$ cat src/rtl/dc_intc_pkg.sv
package dc_intc_pkg;
  localparam int unsigned ADDR_W = 6;

  localparam logic [ADDR_W-1:0] A_IRQ_RAW = 6'h00;
  localparam logic [ADDR_W-1:0] A_IRQ_EN  = 6'h01;
  localparam logic [ADDR_W-1:0] A_IRQ_SET = 6'h02;
  localparam logic [ADDR_W-1:0] A_IRQ_CLR = 6'h03;
  localparam logic [ADDR_W-1:0] A_IRQ_STS = 6'h04;
  localparam logic [ADDR_W-1:0] A_FIQ_RAW = 6'h08;
  localparam logic [ADDR_W-1:0] A_FIQ_EN  = 6'h09;
  localparam logic [ADDR_W-1:0] A_FIQ_SET = 6'h0A;
  localparam logic [ADDR_W-1:0] A_FIQ_CLR = 6'h0B;
  localparam logic [ADDR_W-1:0] A_FIQ_STS = 6'h0C;
  localparam logic [ADDR_W-1:0] A_SWI     = 6'h10;
  localparam logic [ADDR_W-1:0] A_CTRL    = 6'h11;
  localparam logic [ADDR_W-1:0] A_EOI     = 6'h12;
  localparam logic [ADDR_W-1:0] A_PRIO    = 6'h20;

  localparam int unsigned SWI_BIT  = 1;
  localparam int unsigned RSVD_BIT = 9;
endpackage

$ cat src/rtl/dc_intc_prio_sel.sv
module dc_intc_prio_sel #(
  parameter int unsigned N  = 32,
  parameter int unsigned PW = 3
) (
  input  logic [N-1:0]         vec_i,
  input  logic [N-1:0][PW-1:0] prio_i,
  output logic                 any_o,
  output logic [PW-1:0]        min_o
);
  always_comb begin
    any_o = 1'b0;
    min_o = '1;
    for (int k = 0; k < N; k++) begin
      any_o = any_o | vec_i[k];
      if (vec_i[k] && prio_i[k] < min_o) min_o = prio_i[k];
    end
  end
endmodule

$ cat src/rtl/dc_intc_nest_stack.sv
module dc_intc_nest_stack #(
  parameter int unsigned DEPTH = 8,
  parameter int unsigned PW    = 3,
  localparam int unsigned CW   = $clog2(DEPTH + 1)
) (
  input  logic          clk_i,
  input  logic          rst_ni,
  input  logic          push_i,
  input  logic          pop_i,
  input  logic [PW-1:0] din_i,
  output logic [PW-1:0] top_o,
  output logic          valid_o,
  output logic          full_o,
  output logic [CW-1:0] depth_o
);
  logic [DEPTH-1:0][PW-1:0] mem_q;
  logic [CW-1:0]            cnt_q;

  assign valid_o = (cnt_q != '0);
  assign full_o  = (cnt_q == CW'(DEPTH));
  assign depth_o = cnt_q;
  assign top_o   = valid_o ? mem_q[cnt_q - CW'(1)] : '1;

  always_ff @(posedge clk_i or negedge rst_ni) begin
    if (!rst_ni) begin
      mem_q <= '0;
      cnt_q <= '0;
    end else if (push_i && !full_o) begin
      mem_q[cnt_q] <= din_i;
      cnt_q        <= cnt_q + CW'(1);
    end else if (pop_i && valid_o) begin
      cnt_q <= cnt_q - CW'(1);
    end
  end
endmodule

$ cat src/rtl/dc_intc.sv
module dc_intc
  import dc_intc_pkg::*;
#(
  parameter int unsigned NSRC  = 32,
  parameter int unsigned PW    = 3,
  parameter int unsigned DEPTH = 8,
  localparam int unsigned CW    = $clog2(DEPTH + 1),
  localparam int unsigned PER_W = 32 / 4,
  localparam int unsigned NPW   = NSRC / PER_W
) (
  input  logic              clk_i,
  input  logic              rst_ni,
  input  logic [NSRC-1:0]   src_i,
  input  logic              req_i,
  input  logic              we_i,
  input  logic [ADDR_W-1:0] addr_i,
  input  logic [31:0]       wdata_i,
  output logic [31:0]       rdata_o,
  output logic              irq_o,
  output logic              fiq_o
);
  logic [NSRC-1:0]         irq_en_q, fiq_en_q;
  logic                    swi_q, nest_en_q, ovf_q;
  logic [NSRC-1:0][PW-1:0] prio_q;
  logic [NSRC-1:0]         periph, irq_raw, fiq_raw, irq_sts, fiq_sts, elig;
  logic                    wr, rd, push, pop, sts_any;
  logic [PW-1:0]           sts_min, top;
  logic                    top_vld, full;
  logic [CW-1:0]           depth;
  logic                    unused_src;

  assign wr = req_i && we_i;
  assign rd = req_i && !we_i;

  assign unused_src = ^{src_i[RSVD_BIT], src_i[SWI_BIT], src_i[0]};

  always_comb begin
    periph           = src_i;
    periph[0]        = 1'b0;
    periph[RSVD_BIT] = 1'b0;
    periph[SWI_BIT]  = swi_q;
  end

  assign fiq_raw = periph;
  assign fiq_sts = fiq_raw & fiq_en_q;
  assign fiq_o   = |fiq_sts;
  assign irq_raw = periph | NSRC'(fiq_o);
  assign irq_sts = irq_raw & irq_en_q;

  dc_intc_prio_sel #(.N(NSRC), .PW(PW)) u_sel (
    .vec_i (irq_sts),
    .prio_i(prio_q),
    .any_o (sts_any),
    .min_o (sts_min)
  );

  always_comb
    for (int k = 0; k < NSRC; k++)
      elig[k] = irq_sts[k] && (!top_vld || prio_q[k] < top);

  assign irq_o = nest_en_q ? |elig : |irq_sts;

  assign push = rd && addr_i == A_IRQ_STS && nest_en_q && sts_any;
  assign pop  = wr && addr_i == A_EOI;

  dc_intc_nest_stack #(.DEPTH(DEPTH), .PW(PW)) u_stack (
    .clk_i  (clk_i),
    .rst_ni (rst_ni),
    .push_i (push),
    .pop_i  (pop),
    .din_i  (sts_min),
    .top_o  (top),
    .valid_o(top_vld),
    .full_o (full),
    .depth_o(depth)
  );

  always_ff @(posedge clk_i or negedge rst_ni) begin
    if (!rst_ni) begin
      irq_en_q  <= '0;
      fiq_en_q  <= '0;
      swi_q     <= 1'b0;
      nest_en_q <= 1'b0;
      ovf_q     <= 1'b0;
      prio_q    <= '0;
    end else begin
      if (push && full) ovf_q <= 1'b1;
      if (wr) begin
        unique case (addr_i)
          A_IRQ_SET: irq_en_q <= irq_en_q | wdata_i[NSRC-1:0];
          A_IRQ_CLR: irq_en_q <= irq_en_q & ~wdata_i[NSRC-1:0];
          A_FIQ_SET: fiq_en_q <= fiq_en_q | wdata_i[NSRC-1:0];
          A_FIQ_CLR: fiq_en_q <= fiq_en_q & ~wdata_i[NSRC-1:0];
          A_SWI:     swi_q    <= wdata_i[0];
          A_CTRL: begin
            nest_en_q <= wdata_i[0];
            if (wdata_i[1]) ovf_q <= 1'b0;
          end
          default: begin
            for (int w = 0; w < NPW; w++)
              if (addr_i == A_PRIO + ADDR_W'(w))
                for (int k = 0; k < PER_W; k++)
                  prio_q[w*PER_W+k] <= wdata_i[4*k +: PW];
          end
        endcase
      end
    end
  end

  always_ff @(posedge clk_i or negedge rst_ni) begin
    if (!rst_ni) rdata_o <= '0;
    else if (rd) begin
      rdata_o <= '0;
      unique case (addr_i)
        A_IRQ_RAW: rdata_o <= 32'(irq_raw);
        A_IRQ_EN:  rdata_o <= 32'(irq_en_q);
        A_IRQ_STS: rdata_o <= 32'(irq_sts);
        A_FIQ_RAW: rdata_o <= 32'(fiq_raw);
        A_FIQ_EN:  rdata_o <= 32'(fiq_en_q);
        A_FIQ_STS: rdata_o <= 32'(fiq_sts);
        A_SWI:     rdata_o <= 32'(swi_q);
        A_CTRL:    rdata_o <= {20'd0, 4'(depth), 6'd0, ovf_q, nest_en_q};
        default: begin
          for (int w = 0; w < NPW; w++)
            if (addr_i == A_PRIO + ADDR_W'(w))
              for (int k = 0; k < PER_W; k++)
                rdata_o[4*k +: PW] <= prio_q[w*PER_W+k];
        end
      endcase
    end
  end
endmodule

$ cat config.mk
export PLATFORM = sky130hd
export DESIGN_NAME = dc_intc
export DESIGN_NICKNAME = d
export VERILOG_FILES = /design/src/rtl/dc_intc_pkg.sv /design/src/rtl/dc_intc_prio_sel.sv /design/src/rtl/dc_intc_nest_stack.sv /design/src/rtl/dc_intc.sv
export SDC_FILE = /design/constraint.sdc
export NUM_CORES = 1
export LEC_CHECK = 0
export BUFFER_PORTS_ARGS = -buffer_cell sky130_fd_sc_hd__buf_4
export CORE_MARGIN = 5
export CORE_UTILIZATION = 55
export CTS_BUF_LIST = sky130_fd_sc_hd__clkbuf_16
export DETAILED_ROUTE_END_ITERATION = 10
export GPL_TIMING_DRIVEN = 0
export HOLD_SLACK_MARGIN = 0.08
export PLACE_DENSITY_LB_ADDON = 0.08
export REMOVE_ABC_BUFFERS = 1
export SYNTH_ARGS = -nofsm -noshare
export SYNTH_HDL_FRONTEND = slang
export SYNTH_HIERARCHICAL = 1
export SYNTH_SLANG_ARGS = --single-unit
$ cat constraint.sdc
create_clock -name clk_i -period 31.7 [get_ports clk_i]
set_clock_uncertainty 0.1 [all_clocks]
set_input_delay 3.17 -clock clk_i [delete_from_list [all_inputs] [get_ports clk_i]]
set_output_delay 3.17 -clock clk_i [all_outputs]
set_load 0.005 [all_outputs]
Yosys cells after proc, flatten, opt, wreduce, memory -nomap -nowiden --
Index checks and enable logic that the tools add are counted.
Storage, ports and cells: flip-flop bits (word level) 223
Cells by class: add/subtract/negate cells 2, magnitude comparators 67, equality and inequality tests 17, mux-type cells 95, bitwise logic cells 40, reduce and logical (&&, ||, !) cells 127
Operators with widths (number):
- $mux W3 | 67
- $lt A3 B3 Y1 | 63
- $and A32 B32 Y32 | 4
- $pmux W32 S2 | 2
- $pmux W3 S7 | 6
- $reduce_or A32 Y1 | 3
- $logic_and A1 B1 Y1 | 74
- $or A32 B32 Y32 | 2
- $pmux W3 S8 | 2
- $pmux W1 S6 | 7
- $logic_or A1 B1 Y1 | 32
- $not A32 Y32 | 1
- $or A32 B1 Y32 | 1
- $or A1 B1 Y1 | 31
- $eq A6 B4 Y1 const B | 5
- $bwmux W24 | 1
- $eq A6 B6 Y1 const B | 4
- $eq A6 B5 Y1 const B | 3
- $eq A6 B2 Y1 const B | 2
- $reduce_and A3 Y1 | 4
- $bmux W3 S3 | 1
- $demux W3 S3 | 1
- $lt A4 B4 Y1 const B | 2
- $mux W4 | 2
- 17 further kinds | 28

Depth between registers and ports, before layout --
depth in word-level cells 100, mapped depth 46, mapped depth without buffers 44

Modules after synthesis --
Netlist, hierarchy kept.
Modules (own cells, without submodules):
- dc_intc | instances 1, cells an instance 1088, area each 11046.8 um^2, seq. area each 4879.7 um^2
- dc_intc_prio_sel | instances 1, cells an instance 624, area each 3873.7 um^2, seq. area each 0.0 um^2
- dc_intc_nest_stack | instances 1, cells an instance 122, area each 1555.2 um^2, seq. area each 700.7 um^2

Worst setup path before layout --
No wires, ideal clock.
path kind input-to-reg, start point in src_i[8], end point reg u_stack/mem_q[15] (netlist bit), arrival time 12.594 ns, data required time 31.475 ns, path slack 18.881 ns, stages on the path 43, buffers on the path 1, cells stage by stage a22o_1 > a221oi_1 > nand3_1 > or4_1 > and2_1 > or2b_4 > nand3_2 > or3_1 > a21bo_1 > and2_1 > buf_4 > o311ai_2 > a22oi_2 > o31ai_4 > a31oi_2 > inv_2 > a221oi_1 > nor2_1 > [7 not listed] > a31oi_2 > a21oi_1 > a31o_1 > o41a_1 > or3_1 > a21oi_1 > o21ai_0 > a31o_1 > a22oi_1 > nor3_1 > a21oi_2 > mux2i_1 > ha_1 > or2_2 > a21oi_1 > a21oi_4 > mux2_1 > mux2_2
Between the ends: cells in the longest elaborated chain, start to end 100
Ends and longest elaborated chain:
- start, declared | RTL line dc_intc.sv:13 | input logic [NSRC-1:0] src_i,
- $and A32 B32 Y32 (*) | RTL line dc_intc.sv:45 | assign fiq_sts = fiq_raw & fiq_en_q;
- $reduce_or A32 Y1 (*) | RTL line dc_intc.sv:46 | assign fiq_o = |fiq_sts;
- net fiq_o | RTL line dc_intc.sv:20 | output logic fiq_o
- $or A32 B1 Y32 (*) | RTL line dc_intc.sv:47 | assign irq_raw = periph | NSRC'(fiq_o);
- $and A32 B32 Y32 (*) | RTL line dc_intc.sv:48 | assign irq_sts = irq_raw & irq_en_q;
- net irq_sts[0] | RTL line dc_intc.sv:25 | logic [NSRC-1:0] periph, irq_raw, fiq_raw, irq_sts, fiq_sts, elig;
- $logic_and A1 B1 Y1 (*) | RTL line dc_intc_prio_sel.sv:15 | if (vec_i[k] && prio_i[k] < min_o) min_o = prio_i[k];
- $mux W3 (*) | RTL line dc_intc_prio_sel.sv:15
- [87 not listed]
- $lt A3 B3 Y1 | RTL line dc_intc_prio_sel.sv:15
- $logic_and A1 B1 Y1 | RTL line dc_intc_prio_sel.sv:15
- $mux W3 (*) | RTL line dc_intc_prio_sel.sv:15
- $lt A3 B3 Y1 | RTL line dc_intc_prio_sel.sv:15
- $logic_and A1 B1 Y1 | RTL line dc_intc_prio_sel.sv:15
- $mux W3 (*) | RTL line dc_intc_prio_sel.sv:15
- net sts_min[0] | RTL line dc_intc.sv:27 | logic [PW-1:0] sts_min, top;
- $bwmux W24 (*) | RTL line dc_intc_nest_stack.sv:29 | mem_q[cnt_q] <= din_i;
- end signal, assigned by index | RTL line dc_intc_nest_stack.sv:29
- end, declared | RTL line dc_intc_nest_stack.sv:16 | logic [DEPTH-1:0][PW-1:0] mem_q;
The timed path passes the listed nets; every way through them passes the cells marked *. A chain may end at the register's enable or synchronous reset.

Worst setup path after layout --
start point in src_i[8], end point reg u_stack/mem_q[7] (netlist bit)
Between the ends: cells in the longest elaborated chain, start to end 100
Ends and longest elaborated chain (RTL line):
- $and A32 B32 Y32 (*) | dc_intc.sv:45
- $reduce_or A32 Y1 (*) | dc_intc.sv:46
- $or A32 B1 Y32 (*) | dc_intc.sv:47
- $and A32 B32 Y32 (*) | dc_intc.sv:48
- net irq_sts[0] | dc_intc.sv:25
- $logic_and A1 B1 Y1 (*) | dc_intc_prio_sel.sv:15
- $mux W3 (*) | dc_intc_prio_sel.sv:15
- $lt A3 B3 Y1 | dc_intc_prio_sel.sv:15
- [86 not listed]
- $lt A3 B3 Y1 | dc_intc_prio_sel.sv:15
- $logic_and A1 B1 Y1 | dc_intc_prio_sel.sv:15
- $mux W3 (*) | dc_intc_prio_sel.sv:15
- $lt A3 B3 Y1 | dc_intc_prio_sel.sv:15
- $logic_and A1 B1 Y1 | dc_intc_prio_sel.sv:15
- $mux W3 (*) | dc_intc_prio_sel.sv:15
- net sts_min[1] | dc_intc.sv:27
- $bwmux W24 (*) | dc_intc_nest_stack.sv:29
Marked as above.

==> flow_summary.ini <==
[worst_setup_path]
end_kind = flop
arrival_ns = 15.94
cp.required_ns = 32.08
critical_path.slowest_cell = or4_1
path_common_cell = a31oi_2
cp-start-kind = input pin
path_max_fanout = 8
max_stage_delay_ns = 0.74
critPathKind = input pin to flop

[cts]
clockRootBuffer = clkbuf_16
cts_hold_buffers = 0
tritoncts = yes
clockBufferDepth = 3
worstSkewPairLatency_ns = 0.55
cts_made_buffers = 26
clk_pin_slew_ns = 0.06
cts_resized = 0
post_cts_buffers = 0
cts_sinks = 223
ctsHtreeMaxLevel = 1

[placement]
hpwl_um = 45000
place.gp.congestion = 0.990
dpl_worst_slack_ns = 15.91
port-buffer-count = 104
placedCellCount = 2269

[route]
num_vias = 16200
drc = 0
drtIter0Drc = 1980
vias_per_cell = 6.98
ant_nets = 0
wire_per_inst_um = 26.6
routed_wl_um = 61600
dr.pass1.iters = 8

[synth]
synth_commonest_cells = dfrtp_1 (223), nand2_1 (156), nor2_1 (146)
synth-main-ff-cell = dfrtp_1
synth_edf_count = 0
synth.avg_cell_area_um2 = 8.98
yosysMostFrequentCell = dfrtp_1
synth_area_leaders = dfrtp_1 (34%), mux2_1 (6.6%), ha_1 (5.2%)
synth_cell_type_count = 116
ys_seq_elements = 223
yosys.area.top_type = dfrtp_1
yosys_warnings = 6
async_flop_share_pct = 100
netlist_area_mm2 = 0.0165
synth_top_area_share_pct = 33.9
ys_seq_area_share_pct = 33.9
syn_inst = 1834

[outcome]
status = finished, final reports clean

[global_route]
grt_pass1_vias = 15500
grt_usage_pct = 36.0
overflow = 0
grt_max_degree = 103
antenna_found_initial = 1
grt_pass1_wl_um = 93800

[pwr]
p_leak_uw = 0.00843
vdd_drop_max_v = 0.0000410
power.density_mw_per_mm2 = 47.4

[floorplan]
die_h_um = 183
die_w_um = 183
core-area_mm2 = 0.0296
start_util_pct = 55.6
die_area_mm2 = 0.0335
ios = 108
rows = 63

[sta]
final_hold_viol_count = 0
tightest_slew_ns = 1.47
rsz0062_at_grt = false
period_share_pct = 49.1
max-slew-margin-rel_pct = 2.29
holdWs_ns = 0.390
max_freq_mhz = 64.3
setup_violations = 0
timing.setup.tns_ns = 0
slew_viol_final = 0
setup_slack_ns = 16.14
fin_crit_ns = 15.56

[worst_hold_path]
hp-class = flop to flop

[layout]
fin_cells = 2315
area_growth_pct = 13.0
num_antenna_cells = 0
drive_above_1_share_pct = 14.0
postLayoutCoreUtil_pct = 62.8
nets = 2050

[flow_run]
max-cap-violations = 0
-- where the power goes --
part / internal, µW / switching [µW]
registers: 308 / 42.0
logic: 93.8 / 142
clock network: 173 / 124
total: 574 / 309
-- cell families after synthesis --
| logic type | share of synthesized area (%) |
|---|---|
| AOI/OAI and AO/OA | 26.1 |
| and+or+nand+nor | 19.3 |
| DFF | 33.9 |
| buffers and inverters | 4.08 |
| muxes | 10.9 |
| adders and majority gates | 5.73 |
| other | 0.0228 |
| xor gates and xnor gates | 0.0532 |
-- placed cells by master, fill, tap and decap left out, drive strengths merged, types with 6 or more instances in the layout --
cell type,count
nand2,156
nor2,146
nor3b,41
and2,19
buf,127
a311oi,6
o21ai,91
o21a,8
nand2b,39
o211ai,19
a222oi,23
clkinv,12
or3,8
a32oi,8
nor4,20
a21o,53
a31oi,68
o31ai,18
ha,69
a22oi,58
nand3,26
mux4,6
a211oi,13
o221ai,9
mux2,124
inv,80
nor2b,34
and3,12
o22ai,6
a21oi,137
dfrtp,223
a41oi,13
nor3,39
mux2i,25
clkbuf,26
nand3b,12
a221oi,19
nand4,20
or2,13
maj3,8
-- stage by stage --
stage                     power, µW  instance area, µm²
after floorplan                 486               16100
after global placement          574               17400
after detailed placement        582               17800
after CTS                       879               18600
after global routing            926               18600
final                           883               18600
-- area by class of cell --
type                            count  area [µm²]
Clock buffer                       26         651
Clock inverter                     20         180
Fill cell                        2588       11000
Inverter                           76         285
Multi-Input combinational cell   1453       10300
Sequential cell                   223        5580
Tap cell                          390         488
Timing Repair Buffer              127        1110
-- path summary, 6_finish.rpt --
check / from / end / slack, ns / cells after the start
worst max register to register: flop / u_stack/mem_q[7] / 18.53 / 42
worst min-delay path: rdata_o[1] / rdata_o[1] / 0.39 / 1
max in group asynchronous: rst_ni / asynchronous set/reset pin / 28.20 / 2
worst min register to register: rdata_o[1] / rdata_o[1] / 0.39 / 1
min in group asynchronous: rst_ni / asynchronous set/reset pin / 2.43 / 1
worst max-delay path: src_i[8] / u_stack/mem_q[7] / 16.14 / 43
-- worst max-delay path: cells and delay by family --
kind | cells | cell delay (ns)
buffers and inverters | 2 | 0.22
adders and majority gates | 1 | 0.27
AOI/OAI and AO/OA | 25 | 6.80
and+or+nand+nor | 12 | 4.20
muxes | 3 | 1.29
-- metal layers --
metal	GRT usage, %	up-vias	share of wire, %
li1	-	7135	-
met1	50.2	7963	41
met2	55.6	905	44
met3	6.94	165	10
met4	14.4	0	4.6
met5	0	-	0
Power figures use the tool's default switching activity.
